### config.mk
export PLATFORM = sky130hd
export DESIGN_NAME = strop_engine
export DESIGN_NICKNAME = d
export VERILOG_FILES = /design/src/rtl/strop_pkg.sv /design/src/rtl/strop_agen.sv /design/src/rtl/strop_flags.sv /design/src/rtl/strop_engine.sv
export SDC_FILE = /design/constraint.sdc
export NUM_CORES = 1
export LEC_CHECK = 0
export BUFFER_PORTS_ARGS = -buffer_cell sky130_fd_sc_hd__buf_2
export CAP_MARGIN = 0
export CORE_MARGIN = 2
export CORE_UTILIZATION = 28
export DETAILED_ROUTE_END_ITERATION = 6
export GPL_TIMING_DRIVEN = 0
export SETUP_SLACK_MARGIN = 0.1
export SLEW_MARGIN = 20
export SYNTH_ARGS = -nofsm -noshare
export SYNTH_HDL_FRONTEND = slang
export SYNTH_SLANG_ARGS = --single-unit
### constraint.sdc
create_clock -name clk -period 5.6 [get_ports clk]
set_clock_uncertainty 0.1 [all_clocks]
set_input_delay 1.12 -clock clk [delete_from_list [all_inputs] [get_ports clk]]
set_output_delay 1.12 -clock clk [all_outputs]
set_load 0.02 [all_outputs]
### src/rtl/strop_pkg.sv
package strop_pkg;

    typedef enum logic [2:0] {
        OP_MOVE  = 3'd0,
        OP_LOAD  = 3'd1,
        OP_STORE = 3'd2,
        OP_CMP   = 3'd3,
        OP_SCAN  = 3'd4
    } op_e;

    typedef enum logic [1:0] {
        RP_NONE     = 2'd0,
        RP_ALL      = 2'd1,
        RP_WHILE_EQ = 2'd2,
        RP_WHILE_NE = 2'd3
    } rep_e;

    typedef enum logic [2:0] {
        ST_IDLE,
        ST_CHECK,
        ST_RD_SRC,
        ST_RD_DST,
        ST_WR_DST,
        ST_STEP,
        ST_DONE
    } st_e;

    typedef struct packed {
        logic of;
        logic sf;
        logic zf;
        logic af;
        logic pf;
        logic cf;
    } flags_t;

endpackage

### src/rtl/strop_agen.sv
module strop_agen #(
    parameter int SEG_W     = 16,
    parameter int OFF_W     = 16,
    parameter int SEG_SHIFT = 4,
    parameter int PADDR_W   = 20
) (
    input  logic [SEG_W-1:0]   seg,
    input  logic [OFF_W-1:0]   off,
    output logic [PADDR_W-1:0] paddr
);
    localparam int SUM_W = SEG_W + SEG_SHIFT + 1;

    logic [SUM_W-1:0] sum;

    // segment base plus offset, upper bits dropped
    assign sum   = {1'b0, seg, {SEG_SHIFT{1'b0}}} + SUM_W'(off);
    assign paddr = sum[PADDR_W-1:0];

endmodule

### src/rtl/strop_flags.sv
module strop_flags
    import strop_pkg::*;
#(
    parameter int DATA_W = 16
) (
    input  logic [DATA_W-1:0] lhs,
    input  logic [DATA_W-1:0] rhs,
    input  logic              wide,
    output flags_t            flags
);
    localparam int HALF_W = DATA_W / 2;

    logic [DATA_W:0] diff_w;
    logic [HALF_W:0] diff_b;
    logic [4:0]      diff_n;

    assign diff_w = {1'b0, lhs} - {1'b0, rhs};
    assign diff_b = {1'b0, lhs[HALF_W-1:0]} - {1'b0, rhs[HALF_W-1:0]};
    assign diff_n = {1'b0, lhs[3:0]} - {1'b0, rhs[3:0]};

    always_comb begin
        flags.af = diff_n[4];
        flags.pf = ~^diff_w[7:0];
        if (wide) begin
            flags.cf = diff_w[DATA_W];
            flags.zf = (diff_w[DATA_W-1:0] == '0);
            flags.sf = diff_w[DATA_W-1];
            flags.of = (lhs[DATA_W-1] ^ rhs[DATA_W-1]) & (lhs[DATA_W-1] ^ diff_w[DATA_W-1]);
        end else begin
            flags.cf = diff_b[HALF_W];
            flags.zf = (diff_b[HALF_W-1:0] == '0);
            flags.sf = diff_b[HALF_W-1];
            flags.of = (lhs[HALF_W-1] ^ rhs[HALF_W-1]) & (lhs[HALF_W-1] ^ diff_b[HALF_W-1]);
        end
    end

endmodule

### src/rtl/strop_engine.sv
module strop_engine
    import strop_pkg::*;
#(
    parameter int DATA_W    = 16,
    parameter int SEG_SHIFT = 4,
    parameter int PADDR_W   = 20
) (
    input  logic               clk,
    input  logic               rst_n,
    input  logic               start,
    input  logic [2:0]         op_sel,
    input  logic               wide_sel,
    input  logic [1:0]         rep_sel,
    input  logic               dir_dn,
    input  logic [DATA_W-1:0]  si_in,
    input  logic [DATA_W-1:0]  di_in,
    input  logic [DATA_W-1:0]  cx_in,
    input  logic [DATA_W-1:0]  ds_in,
    input  logic [DATA_W-1:0]  es_in,
    input  logic [DATA_W-1:0]  acc_in,
    output logic               mem_req,
    output logic               mem_we,
    output logic [PADDR_W-1:0] mem_addr,
    output logic [1:0]         mem_be,
    output logic [DATA_W-1:0]  mem_wdata,
    input  logic               mem_ack,
    input  logic [DATA_W-1:0]  mem_rdata,
    output logic               busy,
    output logic               done,
    output logic [DATA_W-1:0]  si_out,
    output logic [DATA_W-1:0]  di_out,
    output logic [DATA_W-1:0]  cx_out,
    output logic [DATA_W-1:0]  acc_out,
    output logic [5:0]         flags_out
);
    localparam int          HALF_W   = DATA_W / 2;
    localparam int          N_PTR    = 2;
    localparam [DATA_W-1:0] STEP_ONE = DATA_W'(1);
    localparam [DATA_W-1:0] STEP_TWO = DATA_W'(2);

    st_e               state_q, state_d;
    op_e               op_q;
    rep_e              rep_q;
    logic              wide_q, df_q;
    logic [DATA_W-1:0] si_q, di_q, cx_q, ds_q, es_q, acc_q;
    logic [DATA_W-1:0] src_q, dst_q;
    flags_t            flags_q, flags_new;

    // address generation: index 0 source, index 1 destination
    logic [DATA_W-1:0]  seg_v [N_PTR];
    logic [DATA_W-1:0]  off_v [N_PTR];
    logic [PADDR_W-1:0] pa_v  [N_PTR];

    assign seg_v[0] = ds_q;
    assign off_v[0] = si_q;
    assign seg_v[1] = es_q;
    assign off_v[1] = di_q;

    for (genvar g = 0; g < N_PTR; g++) begin : g_agen
        strop_agen #(
            .SEG_W    (DATA_W),
            .OFF_W    (DATA_W),
            .SEG_SHIFT(SEG_SHIFT),
            .PADDR_W  (PADDR_W)
        ) u_agen (
            .seg  (seg_v[g]),
            .off  (off_v[g]),
            .paddr(pa_v[g])
        );
    end

    // compare datapath
    logic              is_cmp;
    logic [DATA_W-1:0] cmp_lhs;

    assign is_cmp  = (op_q == OP_CMP) || (op_q == OP_SCAN);
    assign cmp_lhs = (op_q == OP_SCAN) ? acc_q : src_q;

    strop_flags #(.DATA_W(DATA_W)) u_flags (
        .lhs  (cmp_lhs),
        .rhs  (dst_q),
        .wide (wide_q),
        .flags(flags_new)
    );

    // per-element updates
    logic [DATA_W-1:0] step, si_nxt, di_nxt, cx_nxt, rd_fit;
    logic              moves_si, moves_di, stop;

    assign step     = wide_q ? STEP_TWO : STEP_ONE;
    assign moves_si = (op_q == OP_MOVE) || (op_q == OP_LOAD) || (op_q == OP_CMP);
    assign moves_di = (op_q != OP_LOAD);
    assign si_nxt   = moves_si ? (df_q ? si_q - step : si_q + step) : si_q;
    assign di_nxt   = moves_di ? (df_q ? di_q - step : di_q + step) : di_q;
    assign cx_nxt   = (rep_q != RP_NONE) ? cx_q - STEP_ONE : cx_q;
    assign rd_fit   = wide_q ? mem_rdata : {{HALF_W{1'b0}}, mem_rdata[HALF_W-1:0]};

    assign stop = (rep_q == RP_NONE) || (cx_nxt == '0)
               || (is_cmp && rep_q == RP_WHILE_EQ && !flags_new.zf)
               || (is_cmp && rep_q == RP_WHILE_NE &&  flags_new.zf);

    // next state
    always_comb begin
        state_d = state_q;
        unique case (state_q)
            ST_IDLE:   if (start) state_d = ST_CHECK;
            ST_CHECK: begin
                if (rep_q != RP_NONE && cx_q == '0)           state_d = ST_DONE;
                else if (op_q == OP_STORE)                    state_d = ST_WR_DST;
                else if (op_q == OP_SCAN)                     state_d = ST_RD_DST;
                else                                          state_d = ST_RD_SRC;
            end
            ST_RD_SRC: if (mem_ack) begin
                if (op_q == OP_MOVE)      state_d = ST_WR_DST;
                else if (op_q == OP_CMP)  state_d = ST_RD_DST;
                else                      state_d = ST_STEP;
            end
            ST_RD_DST: if (mem_ack) state_d = ST_STEP;
            ST_WR_DST: if (mem_ack) state_d = ST_STEP;
            ST_STEP:   state_d = stop ? ST_DONE : ST_CHECK;
            ST_DONE:   state_d = ST_IDLE;
            default:   state_d = ST_IDLE;
        endcase
    end

    // state register
    always_ff @(posedge clk) begin
        if (!rst_n) state_q <= ST_IDLE;
        else        state_q <= state_d;
    end

    // working registers
    always_ff @(posedge clk) begin
        if (!rst_n) begin
            op_q    <= OP_MOVE;
            rep_q   <= RP_NONE;
            wide_q  <= 1'b0;
            df_q    <= 1'b0;
            si_q    <= '0;
            di_q    <= '0;
            cx_q    <= '0;
            ds_q    <= '0;
            es_q    <= '0;
            acc_q   <= '0;
            src_q   <= '0;
            dst_q   <= '0;
            flags_q <= '0;
        end else begin
            case (state_q)
                ST_IDLE: if (start) begin
                    op_q    <= op_e'(op_sel);
                    rep_q   <= rep_e'(rep_sel);
                    wide_q  <= wide_sel;
                    df_q    <= dir_dn;
                    si_q    <= si_in;
                    di_q    <= di_in;
                    cx_q    <= cx_in;
                    ds_q    <= ds_in;
                    es_q    <= es_in;
                    acc_q   <= acc_in;
                    flags_q <= '0;
                end
                ST_RD_SRC: if (mem_ack) begin
                    if (op_q == OP_LOAD) begin
                        if (wide_q) acc_q <= mem_rdata;
                        else        acc_q <= {acc_q[DATA_W-1:HALF_W], mem_rdata[HALF_W-1:0]};
                    end else begin
                        src_q <= rd_fit;
                    end
                end
                ST_RD_DST: if (mem_ack) dst_q <= rd_fit;
                ST_STEP: begin
                    si_q <= si_nxt;
                    di_q <= di_nxt;
                    cx_q <= cx_nxt;
                    if (is_cmp) flags_q <= flags_new;
                end
                default: ;
            endcase
        end
    end

    // outputs
    logic [DATA_W-1:0] wr_val;

    always_comb begin
        wr_val    = (op_q == OP_MOVE) ? src_q : acc_q;
        mem_req   = (state_q == ST_RD_SRC) || (state_q == ST_RD_DST) || (state_q == ST_WR_DST);
        mem_we    = (state_q == ST_WR_DST);
        mem_addr  = (state_q == ST_RD_SRC) ? pa_v[0] : pa_v[1];
        mem_be    = wide_q ? 2'b11 : 2'b01;
        mem_wdata = wide_q ? wr_val : {{HALF_W{1'b0}}, wr_val[HALF_W-1:0]};
        busy      = (state_q != ST_IDLE);
        done      = (state_q == ST_DONE);
        si_out    = si_q;
        di_out    = di_q;
        cx_out    = cx_q;
        acc_out   = acc_q;
        flags_out = flags_q;
    end

    // assertions
    p_req_hold_r8: assert property (@(posedge clk) disable iff (!rst_n)
        (mem_req && !mem_ack) |=> (mem_req && $stable(mem_addr) && $stable(mem_we) && $stable(mem_wdata)));

    p_done_pulse_r9: assert property (@(posedge clk) disable iff (!rst_n)
        done |=> !done);

    p_zero_cx_skip_r1: assert property (@(posedge clk) disable iff (!rst_n)
        (state_q == ST_CHECK && rep_q != RP_NONE && cx_q == '0) |=> (done && !mem_req));

    p_cx_dec_r2: assert property (@(posedge clk) disable iff (!rst_n)
        (state_q == ST_STEP && rep_q != RP_NONE) |=> (cx_out == $past(cx_out) - STEP_ONE));

    p_norep_cx_r9: assert property (@(posedge clk) disable iff (!rst_n)
        (state_q == ST_STEP && rep_q == RP_NONE) |=> $stable(cx_out));

    p_byte_lane_r7: assert property (@(posedge clk) disable iff (!rst_n)
        (mem_req && !wide_q) |-> (mem_be == 2'b01 && mem_wdata[DATA_W-1:HALF_W] == '0));

    p_scan_si_r6: assert property (@(posedge clk) disable iff (!rst_n)
        (state_q == ST_STEP && op_q == OP_SCAN) |=> $stable(si_out));

endmodule

==> metrics.md, run 1 <==
| Metric | Value |
|---|---|
| Maximum VDD drop | approximately 230 µV |
| Root Buffer | clkbuf_16 |
| Clock sink count | between 100 and 150 |
| Overall die width | roughly 200 µm |
| WL/cell | about 19 µm |
| Clock slew at the register clock pins of the worst setup and hold paths | roughly 0.060 ns |
| Min-delay src | dst_q[6] |
| Total nets after synthesis | ~1600 |
| Post-layout util | 34.8% |
| Worst slew pin tran | between 1 and 1.5 ns |
| Total leakage power | ~0.0055 µW |
| Clock latency on the worst-skew pair | ~0.44 ns |
| Ordered cell list for the critical path | nor3b_4 > clkbuf_2 > mux2_2 > ha_1 > a21oi_1 > and2_1 > a21oi_1 > or2_2 > xnor2_1 > ha_1 > nand4_1 > nand2_1 > a21oi_1 > a31o_1 > a311o_1 > nor2b_4 > a21o_1 |
| Number of buffers added on ports | about 230 |
| Pin count of the biggest net entering global routing | 31 |
| Critical Path Most Common Cell | a21oi_1 |
| H-tree depth | 4 |
| Clock tree from TritonCTS | yes |
| Average cell area after synthesis | between 7 and 8 µm² |
| Unrepaired setup endpoints after global routing | false |
| 1st-iter DRT viols | 688 |
| Post-DP HPWL | ~31 mm |
| Crit path max-delay cell type | nor3b_4 |
| Top cell type's share of synthesized area | ~28% |
| Worst hold path stage count | 2 |
| Worst-case clock buffer depth | 2 |
| Total Wirelength | roughly 39 mm |
| Portion of the post-synthesis area used by sequential elements | 27.8% |
| Yosys warns | 0 |
| Die Footprint | between 30000 and 40000 µm² |
| Total power | approximately 5800 µW |
| Via count normalized by instance count | slightly above 5 |
| Reg2reg path depth | 17 |
| Wire length of the first global-routing pass | 59.9 mm |
| Placeable core region | 36500 µm² |
| Number of search-and-repair iterations in the first detailed-routing pass | 5 |
| Total global routing track utilization | 20.2% |
| Most used flip-flop cell after synthesis | dfxtp_1 |
| Total global routing overflow | 0 |
| R2R Setup Slk | 0.58 ns |
| Power per cell area | between 400 and 500 nW/µm² |
| Shortest period the worst path allows | approximately 5.0 ns |
| Min-delay worst type | reg -> reg |
| Post-synth design cell area | approximately 10000 µm² |
| Number of max-capacitance violations reported | 0 |
| Biggest area contributors in the synthesized netlist | dfxtp_1 (28%), ha_1 (9.4%), nand2_1 (9.1%) |
| Max Slew Vio Count | 0 |
| Peak per-stage delay on the critical path | 0.60 ns |
| Critical path start-end classification | reg -> reg |
| Initial Utilization | between 20% and 30% |
| Number of top-level pins | ~240 |
| Count of unique library cells instantiated by Yosys | between 90 and 100 |
| Post-route setup TNS | 0 ns |
| Final setup vio count | 0 |
| Number of antenna violations at the first check in global routing | 3 |
| Post-route cell area | 12700 µm² |
| R2R Path End | state_q[2] |
| Critical path arrival | about 5.3 ns |
| Hold EP | dst_q[6] |
| Number of synthesized register bits | between 100 and 150 |
| Via count of the routed design | approximately 11000 |
| Net count, final | around 1800 |
| Cell type with the largest total area after synthesis | dfxtp_1 |
| Count of final hold-check violations | 0 |
| Number of placement rows | 70 |
| Startpoint types | flop |
| Remaining antenna violation count | 0 |
| Placed standard-cell area | between 10000 and 15000 µm² |
| Post-synth EDFFs | 0 |
| Layout cells sized above 1 | 20.1% |
| Critical R2R Launch | op_q[2] |
| Async set or reset register ratio after synthesis | 0% |
| Remaining DRCs | 0 |
| Max Fclk | roughly 200 MHz |
| Number of global-route vias before repair | between 10000 and 15000 |
| Y dimension of the die | 196 µm |
| Area growth, synth to finish | 22.7% |
| Crit path max fanout | 10 |
| Fill cell total of the finished layout | 3915 |
| Setup crit end kind | flop |
| Req. time, crit path | 5.83 ns |
| Share of the cycle needed by the critical path after routing | 89.6% |
| Gate Count Post-Synth | ~1400 |
| Final RePlAce weighted congestion | 0.885 |
| CTS buffer count | 17 |
| Headroom to the max-slew limit | about 31% |
| Status | completed |
[cells by family (layout without fill, tap and decap cells)]
group / Yosys count / count (layout) / synth area share, %
xor gates and xnor gates: 68 / 68 / 5.82
and+or+nand+nor: 509 / 509 / 22.3
AOI/OAI and AO/OA: 395 / 395 / 23.6
buffers and inverters: 126 / 391 / 5.10
muxes: 48 / 48 / 4.87
DFF: 144 / 144 / 27.8
other: 1 / 3 / 0.0362
adders and majority gates: 83 / 83 / 10.4
[stage by stage]
step	std cells	hold slack, ns	setup slack [ns]
floorplan	1374	0.336	1.29
global placement	2075	0.345	0.203
detailed placement	2075	0.348	0.224
CTS	2107	0.357	0.181
global route	2107	0.376	0.245
finish	2109	0.357	0.583
[how the worst max path moves through the flow]
stage,from,to,slack (ns),cells after the start
final,op_q[2],state_q[2],0.58,17
after global routing,op_q[2],state_q[2],0.24,17
after CTS,op_q[2],state_q[2],0.18,17
after detailed placement,op_q[2],state_q[1],0.22,17
after global placement,op_q[2],state_q[1],0.20,17
after floorplan,op_q[0],state_q[1],1.29,18
[metal layers]
metal | wire, µm | global-route usage [%]
met5 | 8 | 0
met4 | 668 | 5.58
met1 | 17800 | 27.0
met2 | 18300 | 33.5
met3 | 2510 | 3.49
[layout by cell type, fill, tap and decap left out, types with 19 or more instances in the layout]
cell type	instances
xnor2_1	39
nand3_1	36
clkbuf_1	54
a211oi_1	30
nor3_1	26
o21ai_0	49
dfxtp_1	143
mux2_2	19
nand2_1	250
a21oi_1	185
nor2_1	106
mux2i_1	29
inv_1	54
ha_1	78
buf_2	238
xor2_1	28
[cell usage after synthesis, types with 3 or more instances]
library cell	count
nor2_1	106
dfxtp_1	144
a211oi_1	30
buf_2	5
nand3b_1	4
o21a_1	17
or3_1	6
nor2b_1	14
xor2_1	28
nand4_1	4
xnor2_1	39
nor3_1	28
nand2_1	250
mux2i_1	29
inv_1	54
buf_4	4
a21o_1	13
and2_1	6
o22ai_1	5
clkbuf_1	54
o21ai_0	49
o311ai_0	4
a311oi_1	7
and3_1	12
fa_1	5
a31oi_1	16
nor4_1	3
nand2b_1	8
a211o_1	3
o211ai_1	6
a221oi_1	8
buf_1	4
nand3_1	36
a41oi_1	4
o21bai_1	8
a21boi_0	5
clkbuf_8	3
ha_1	78
nor3b_1	5
or2_2	3
a21oi_1	185
mux2_2	19
[where the power goes]
part	internal [µW]	total (µW)	switching, µW
logic	1160	3120	1960
clock network	632	1150	522
registers	1230	1490	266
total	3020	5760	2750
[flip-flops by register name (all words and copies together) (netlist names), 6 cells and up]
signal,count
acc_out,16
cx_out,16
di_out,16
ds_q,16
dst_q,16
es_q,16
si_out,16
src_q,16
flags_out,6
[critical path: cells and delay by family, from the launching register on]
family,cells,cell delay (ns)
xor+xnor,1,0.20
simple gates,6,1.55
compound gates,6,1.18
flops,1,0.48
mux,1,0.39
buf+inv,1,0.43
fa+ha+maj,2,0.57
[timing repair]
action                     CTS  global route
setup endpoints to repair    0             3
hold buffers                 0             0
buffers inserted             0             0
gates resized for setup      0             3
[final cells by class]
type                       instances  area [µm²]  share of cell area, %
buffer                            71         323                   2.54
clock buffer                      19         443                   3.49
timing repair buffer             233        1170                   9.18
sequential                       144        2880                   22.7
tap                              468         586                   4.61
multi-input combinational       1104        6960                   54.8
inverter                          55         206                   1.63
antenna                            2        5.00                 0.0394
clock inverter                    13         128                   1.00
Note: power is estimated with default switching activity, not from simulation.
==> run 2: changes to the inputs <==
- CORE_MARGIN: 2 -> default
==> run 2 against run 1 <==
  * Combinational power about the same
  * Largest power group unchanged
  * Sequential power about the same
  * Count of clock-buffer cells in the layout unchanged
  * Flip-flop and latch count unchanged
  * Fmax about the same
  * Clock power increased by 12%
  * Routed wire length decreased by 2.1%
  * Register-to-register slack about the same
  * First-iteration DRC count decreased by 14%
  * Sequential share of layout area decreased by 0.14 points
  * Die area decreased by 2.0%
==> metrics.md, run 2 (synthesis results as in run 1) <==
| Metric | Value |
|---|---|
| Status | completed |
| Placeable core region | 36500 µm² (unchanged) |
| Count of final hold-check violations | 0 (unchanged) |
| Worst slew pin tran | 0.966 ns (-0.0659 ns) |
| Sequential power share | 25.3% (-0.6 points) |
| Min-delay worst type | reg -> reg |
| Worst-case clock buffer depth | 2 (unchanged) |
| Req. time, crit path | 5.84 ns (about the same) |
| Post-route setup TNS | 0 ns (unchanged) |
| Number of max-capacitance violations reported | 0 (unchanged) |
| Net switching power | 2720 µW (-1.0%) |
| Number of buffer and inverter stages on the critical path | 1 (unchanged) |
| Clock sink count | 144 (unchanged) |
| Share of the cycle needed by the critical path after routing | 89.5% (about the same) |
| Critical path start-end classification | reg -> reg |
| Placed standard-cell area | 12100 µm² (about the same) |
| Internal portion of total power | 3160 µW (+4.8%) |
| Clock latency on the worst-skew pair | 0.45 ns (about the same) |
| Headroom to the max-slew limit | 35.6% (+4.4 points) |
| Critical Path Most Common Cell | a21oi_1 |
| Portion of total power attributed to the clock network | 21.9% (+1.9 points) |
| H-tree depth | 4 (unchanged) |
| Y dimension of the die | 194 µm (-1.0%) |
| Number of buffers added on ports | 233 (unchanged) |
| Max Fclk | 199 MHz (about the same) |
| Root Buffer | clkbuf_16 |
| Post-DP HPWL | 30.4 mm (-1.3%) |
| Switching fraction of total power | 46.2% (-1.4 points) |
| Top cell family by delay on the critical path | simple AND/OR/NAND/NOR gates |
| Crit path max-delay cell type | nor3b_4 |
| Total global routing overflow | 0 (unchanged) |
| Peak per-stage delay on the critical path | 0.59 ns (about the same) |
| WL/cell | 18.2 µm (-2.1%) |
| Number of antenna violations at the first check in global routing | 3 (unchanged) |
| Pin count of the biggest net entering global routing | 31 (unchanged) |
| Final setup vio count | 0 (unchanged) |
| Number of global-route vias before repair | 10200 (-1.4%) |
| Total global routing track utilization | 20.0% (-0.22 points) |
| Most used cells in the layout excluding fill and tap cells | nand2_1 (250), buf_2 (238), a21oi_1 (185), dfxtp_1 (143), nor2_1 (106) |
| Unrepaired setup endpoints after global routing | false |
| Number of top-level pins | 235 (unchanged) |
| Wire length of the first global-routing pass | 58.0 mm (-3.2%) |
| Critical path arrival | 5.25 ns (about the same) |
| Startpoint types | flop |
| Initial Utilization | 28.4% (unchanged) |
| Post-cts gate resize count | 0 (unchanged) |
| Post-route cell area | 12800 µm² (+0.64%) |
| R2R Setup Slk | 0.59 ns (about the same) |
| Total leakage power | 0.00554 µW (+0.74%) |
| Most common cell after layout, fill and taps aside | nand2_1 |
| 1st-iter DRT viols | 590 (-14%) |
| Clock tree from TritonCTS | yes |
| Power per cell area | 460 nW/µm² (+1.4%) |
| Area growth, synth to finish | 23.4% |
| CTS buffer count | 17 (unchanged) |
| Postcts setup bufs | 0 (unchanged) |
| Via count of the routed design | 10900 (-0.45%) |
| Remaining DRCs | 0 (unchanged) |
| Setup crit end kind | flop |
| Via count normalized by instance count | 5.17 (-0.45%) |
| Total power | 5880 µW (+2.0%) |
| Layout cells sized above 1 | 20.2% (+0.061 points) |
| Clock slew at the register clock pins of the worst setup and hold paths | 0.07 ns (about the same) |
| Number of search-and-repair iterations in the first detailed-routing pass | 7 (+2) |
| Number of buffers inserted for hold repair after clock tree synthesis | 0 (unchanged) |
| Fill cell total of the finished layout | 3914 (-0.026%) |
| Final RePlAce weighted congestion | 0.919 (+3.8%) |
| Combinational cell fraction of total power | 52.8% (-1.3 points) |
| Ordered cell list for the critical path | nor3b_4 > clkbuf_2 > mux2_2 > ha_1 > a21oi_1 > and2_1 > a21oi_1 > or2_2 > xnor2_1 > ha_1 > nand4_1 > nand2_1 > a21oi_1 > a31o_1 > a311o_1 > nor2b_4 > o21bai_1 |
| Remaining antenna violation count | 0 (unchanged) |
| Total Wirelength | 38.5 mm (-2.1%) |
| Maximum VDD drop | 241 µV (+3.0%) |
| Number of placement rows | 70 (unchanged) |
| Die Footprint | 37800 µm² (-2.0%) |
| Net count, final | 1832 (unchanged) |
| Max Slew Vio Count | 0 (unchanged) |
| Shortest period the worst path allows | 5.01 ns (-0.00189 ns) |
| Crit path max fanout | 10 (unchanged) |
| Overall die width | 194 µm (-1.0%) |
run 2: cell count changes in the layout (fill, tap and decap cells not counted), sizes merged:
| cell | previous run | this run |
|---|---|---|
| bufinv | 1 | 4 |
| inv | 61 | 59 |
| clkinvlp | 3 | 2 |
run 2: tightest hold or removal path, delay by kind of cell (launching register included):
kind            cells  cell delay [ns]
flops               1             0.31
simple gates        1             0.05
compound gates      1             0.05
run 2: cell type report:
type | instances | area [µm²] | share of cell area (%)
tap | 468 | 586 | 4.58
antenna | 2 | 5.00 | 0.0392
sequential | 144 | 2880 | 22.6
clock inverter | 13 | 199 | 1.56
multi-input combinational | 1104 | 6960 | 54.5
inverter | 55 | 206 | 1.61
clock buffer | 19 | 453 | 3.54
timing repair buffer | 233 | 1170 | 9.12
buffer | 71 | 323 | 2.53
run 2: final timing paths:
check | start | endpoint | depth (start not counted)
worst min-delay path | dst_q[13] | dst_q[13] | 2
worst max-delay path | op_q[2] | state_q[1] | 17
worst min register to register | dst_q[13] | dst_q[13] | 2
worst max register to register | op_q[2] | state_q[1] | 17
run 2: routing by layer:
| layer | global-route usage (%) | vias to the layer above | share of wire [%] | wire [µm] |
|---|---|---|---|---|
| met5 | 0 | - | 0.029 | 11 |
| met4 | 7.29 | 2 | 2.4 | 922 |
| met3 | 3.66 | 48 | 6.0 | 2310 |
| met2 | 32.6 | 378 | 46 | 17800 |
| met1 | 26.3 | 5100 | 45 | 17400 |
| li1 | - | 5386 | - | - |
run 2: per-stage QoR:
stage | hold slack (ns) | worst slack, ns | util [%] | cells
finish | 0.354 | 0.585 | 35.0 | 2109
global route | 0.370 | 0.251 | 35.0 | 2107
CTS | 0.355 | 0.154 | 35.0 | 2107
detailed placement | 0.346 | 0.178 | 33.2 | 2075
global placement | 0.346 | 0.208 | 33.2 | 2075
floorplan | 0.336 | 1.29 | - | 1374
run 2: power by group through the flow:
| stage | clock [µW] | combinational [µW] | sequential [µW] |
|---|---|---|---|
| floorplan | 0 | 2040 | 1580 |
| global placement | 0 | 3050 | 1500 |
| detailed placement | 0 | 3090 | 1500 |
| CTS | 1310 | 3100 | 1480 |
| global route | 1350 | 3390 | 1520 |
| finish | 1290 | 3110 | 1490 |
==> run 3: changes to the inputs <==
- CORE_MARGIN: default -> 4
==> run 3 against run 2 <==
  * Largest cell class unchanged
  * Count of clock-buffer cells in the layout did not move
  * Non-clock buffer count did not move
  * Sequential power barely moved
  * Utilization fell by 0.065 points
  * First-iteration DRC count rose by 7.5%
  * Combinational power barely moved
==> metrics.md, run 3 (synthesis results as in run 1) <==
| Metric | Value |
|---|---|
| Number of global-route vias before repair | 10500 (+2.9%) |
| Final setup vio count | 0 (unchanged) |
| Total leakage power | 0.00553 µW (-0.19%) |
| Maximum VDD drop | 264 µV (+9.5%) |
| Switching fraction of total power | 46.7% (+0.51 points) |
| Remaining DRCs | 0 (unchanged) |
| Area growth, synth to finish | 23.2% |
| Wire length of the first global-routing pass | 60.0 mm (+3.5%) |
| Shortest period the worst path allows | 4.99 ns (-0.0280 ns) |
| Total Wirelength | 39.5 mm (+2.7%) |
| Number of placement rows | 70 (unchanged) |
| Internal portion of total power | 3120 µW (-1.4%) |
| 1st-iter DRT viols | 634 (+7.5%) |
| Portion of total power attributed to the clock network | 21.4% (-0.5 points) |
| Min-delay worst type | reg -> reg |
| Critical path start-end classification | reg -> reg |
| Critical R2R Launch | op_q[2] |
| Startpoint types | flop |
| Share of the cycle needed by the critical path after routing | 89.1% (-0.50 points) |
| WL/cell | 18.7 µm (+2.8%) |
| Power per cell area | 459 nW/µm² (-0.23%) |
| R2R Path End | state_q[2] |
| Most used cells in the layout excluding fill and tap cells | nand2_1 (250), buf_2 (238), a21oi_1 (185), dfxtp_1 (143), nor2_1 (106) |
| H-tree depth | 4 (unchanged) |
| Total global routing overflow | 0 (unchanged) |
| Postcts setup bufs | 0 (unchanged) |
| Number of buffers added on ports | 233 (unchanged) |
| Count of final hold-check violations | 0 (unchanged) |
| Number of search-and-repair iterations in the first detailed-routing pass | 5 (-2) |
| Clock tree from TritonCTS | yes |
| R2R Setup Slk | 0.61 ns (+0.03 ns) |
| Worst setup path startpoint | op_q[2] |
| Post-route setup TNS | 0 ns (unchanged) |
| Combinational cell fraction of total power | 53.3% (+0.5 points) |
| Die Footprint | 40100 µm² (+6.3%) |
| Root Buffer | clkbuf_16 |
| Headroom to the max-slew limit | 34.3% (-1.3 points) |
| Post-DP HPWL | 31.1 mm (+2.2%) |
| Pin count of the biggest net entering global routing | 31 (unchanged) |
| Clock latency on the worst-skew pair | 0.45 ns (about the same) |
| Final RePlAce weighted congestion | 0.934 (+1.6%) |
| Layout cells sized above 1 | 20.2% (unchanged) |
| Max Slew Vio Count | 0 (unchanged) |
| Number of max-capacitance violations reported | 0 (unchanged) |
| Number of antenna violations at the first check in global routing | 2 (-1) |
| Worst-case clock buffer depth | 2 (unchanged) |
| Total global routing track utilization | 19.0% (-1.0 points) |
| Sequential power share | 25.4% (about the same) |
| Crit path setup slack, layout | 0.613 ns (+0.0280 ns) |
| Via count normalized by instance count | 5.16 (-0.27%) |
| Placeable core region | 36500 µm² (unchanged) |
| Remaining antenna violation count | 0 (unchanged) |
| CP endpoint | state_q[2] |
| Y dimension of the die | 200 µm (+3.1%) |
| Worst setup slack before clock tree synthesis | 0.257 ns (+0.0787 ns) |
| Unrepaired setup endpoints after global routing | false |
| Net count, final | 1832 (unchanged) |
| Max Fclk | 201 MHz (+0.56%) |
| Via count of the routed design | 10900 (-0.32%) |
| Setup crit end kind | flop |
| Number of top-level pins | 235 (unchanged) |
| Overall die width | 200 µm (+3.1%) |
| Worst slew pin tran | 0.986 ns (+0.0198 ns) |
| Net switching power | 2740 µW (+0.68%) |
| Critical path arrival | 5.23 ns (-0.02 ns) |
| Final Hold Slack | 0.356 ns (+0.00208 ns) |
| Min-delay src | dst_q[4] |
| Clock slew at the register clock pins of the worst setup and hold paths | 0.06 ns (about the same) |
| Initial Utilization | 28.4% (unchanged) |
| Reg2reg path depth | 17 (unchanged) |
| Crit path max fanout | 10 (unchanged) |
| Most common cell after layout, fill and taps aside | nand2_1 |
| Status | completed |
| Clock sink count | 144 (unchanged) |
| Req. time, crit path | 5.84 ns (about the same) |
| CTS buffer count | 17 (unchanged) |
[run 3: cell type report]
type                    instances  area [µm²]
diodes                          1        2.50
well taps                     468         586
clock buffers                  19         453
multi-input cells            1104        6960
inverters                      55         206
clock inverters                13         178
fillers                      3905       23800
repair buffers                233        1170
flip-flops and latches        144        2880
plain buffers                  71         323
[run 3: what timing repair did]
item                                   CTS  global route
resized for setup                        0             3
setup endpoints to repair                0             3
hold buffers                             0             0
endpoints found under the hold margin    0             0
[run 3: routing by layer]
metal / GRT usage [%] / routed length [µm] / share of wire [%] / vias to the layer above
li1: - / - / - / 5386
met1: 24.8 / 17700 / 45 / 5092
met2: 31.6 / 18500 / 47 / 350
met3: 4.03 / 2500 / 6.3 / 49
met4: 5.73 / 858 / 2.2 / 2
met5: 0 / 7 / 0.018 / -
[run 3: power by group through the flow]
stage               combinational (µW)  clock (µW)  sequential (µW)
floorplan                         2040           0             1580
global placement                  3050           0             1500
detailed placement                3100           0             1500
CTS                               3110        1270             1480
global route                      3420        1320             1520
finish                            3120        1250             1490
[run 3: worst min-delay path by stage]
stage | to | slack (ns) | cells after the start
after floorplan | dst_q[10] | 0.34 | 2
after global placement | dst_q[14] | 0.34 | 2
after detailed placement | dst_q[10] | 0.35 | 2
after CTS | dst_q[4] | 0.36 | 2
after global routing | dst_q[3] | 0.37 | 2
final | dst_q[4] | 0.36 | 2
[run 3: through the flow]
stage                     area, µm²  util (%)  total power (µW)  instances
after floorplan               10400         -              3620       1374
after global placement        12100      33.2              4550       2075
after detailed placement      12100      33.2              4600       2075
after CTS                     12700      34.9              5870       2107
after global routing          12800      34.9              6260       2108
final                         12800      34.9              5860       2108
[run 3: worst max-delay path, stage by stage, from the launching register on]
cell      delay [ns]
dfxtp_1         0.49
nor3b_4         0.57
clkbuf_2        0.40
mux2_2          0.39
ha_1            0.37
a21oi_1         0.24
and2_1          0.18
a21oi_1         0.14
or2_2           0.36
xnor2_1         0.21
ha_1            0.18
nand4_1         0.17
nand2_1         0.12
a21oi_1         0.09
a31o_1          0.22
a311o_1         0.34
nor2b_4         0.14
a21o_1          0.15
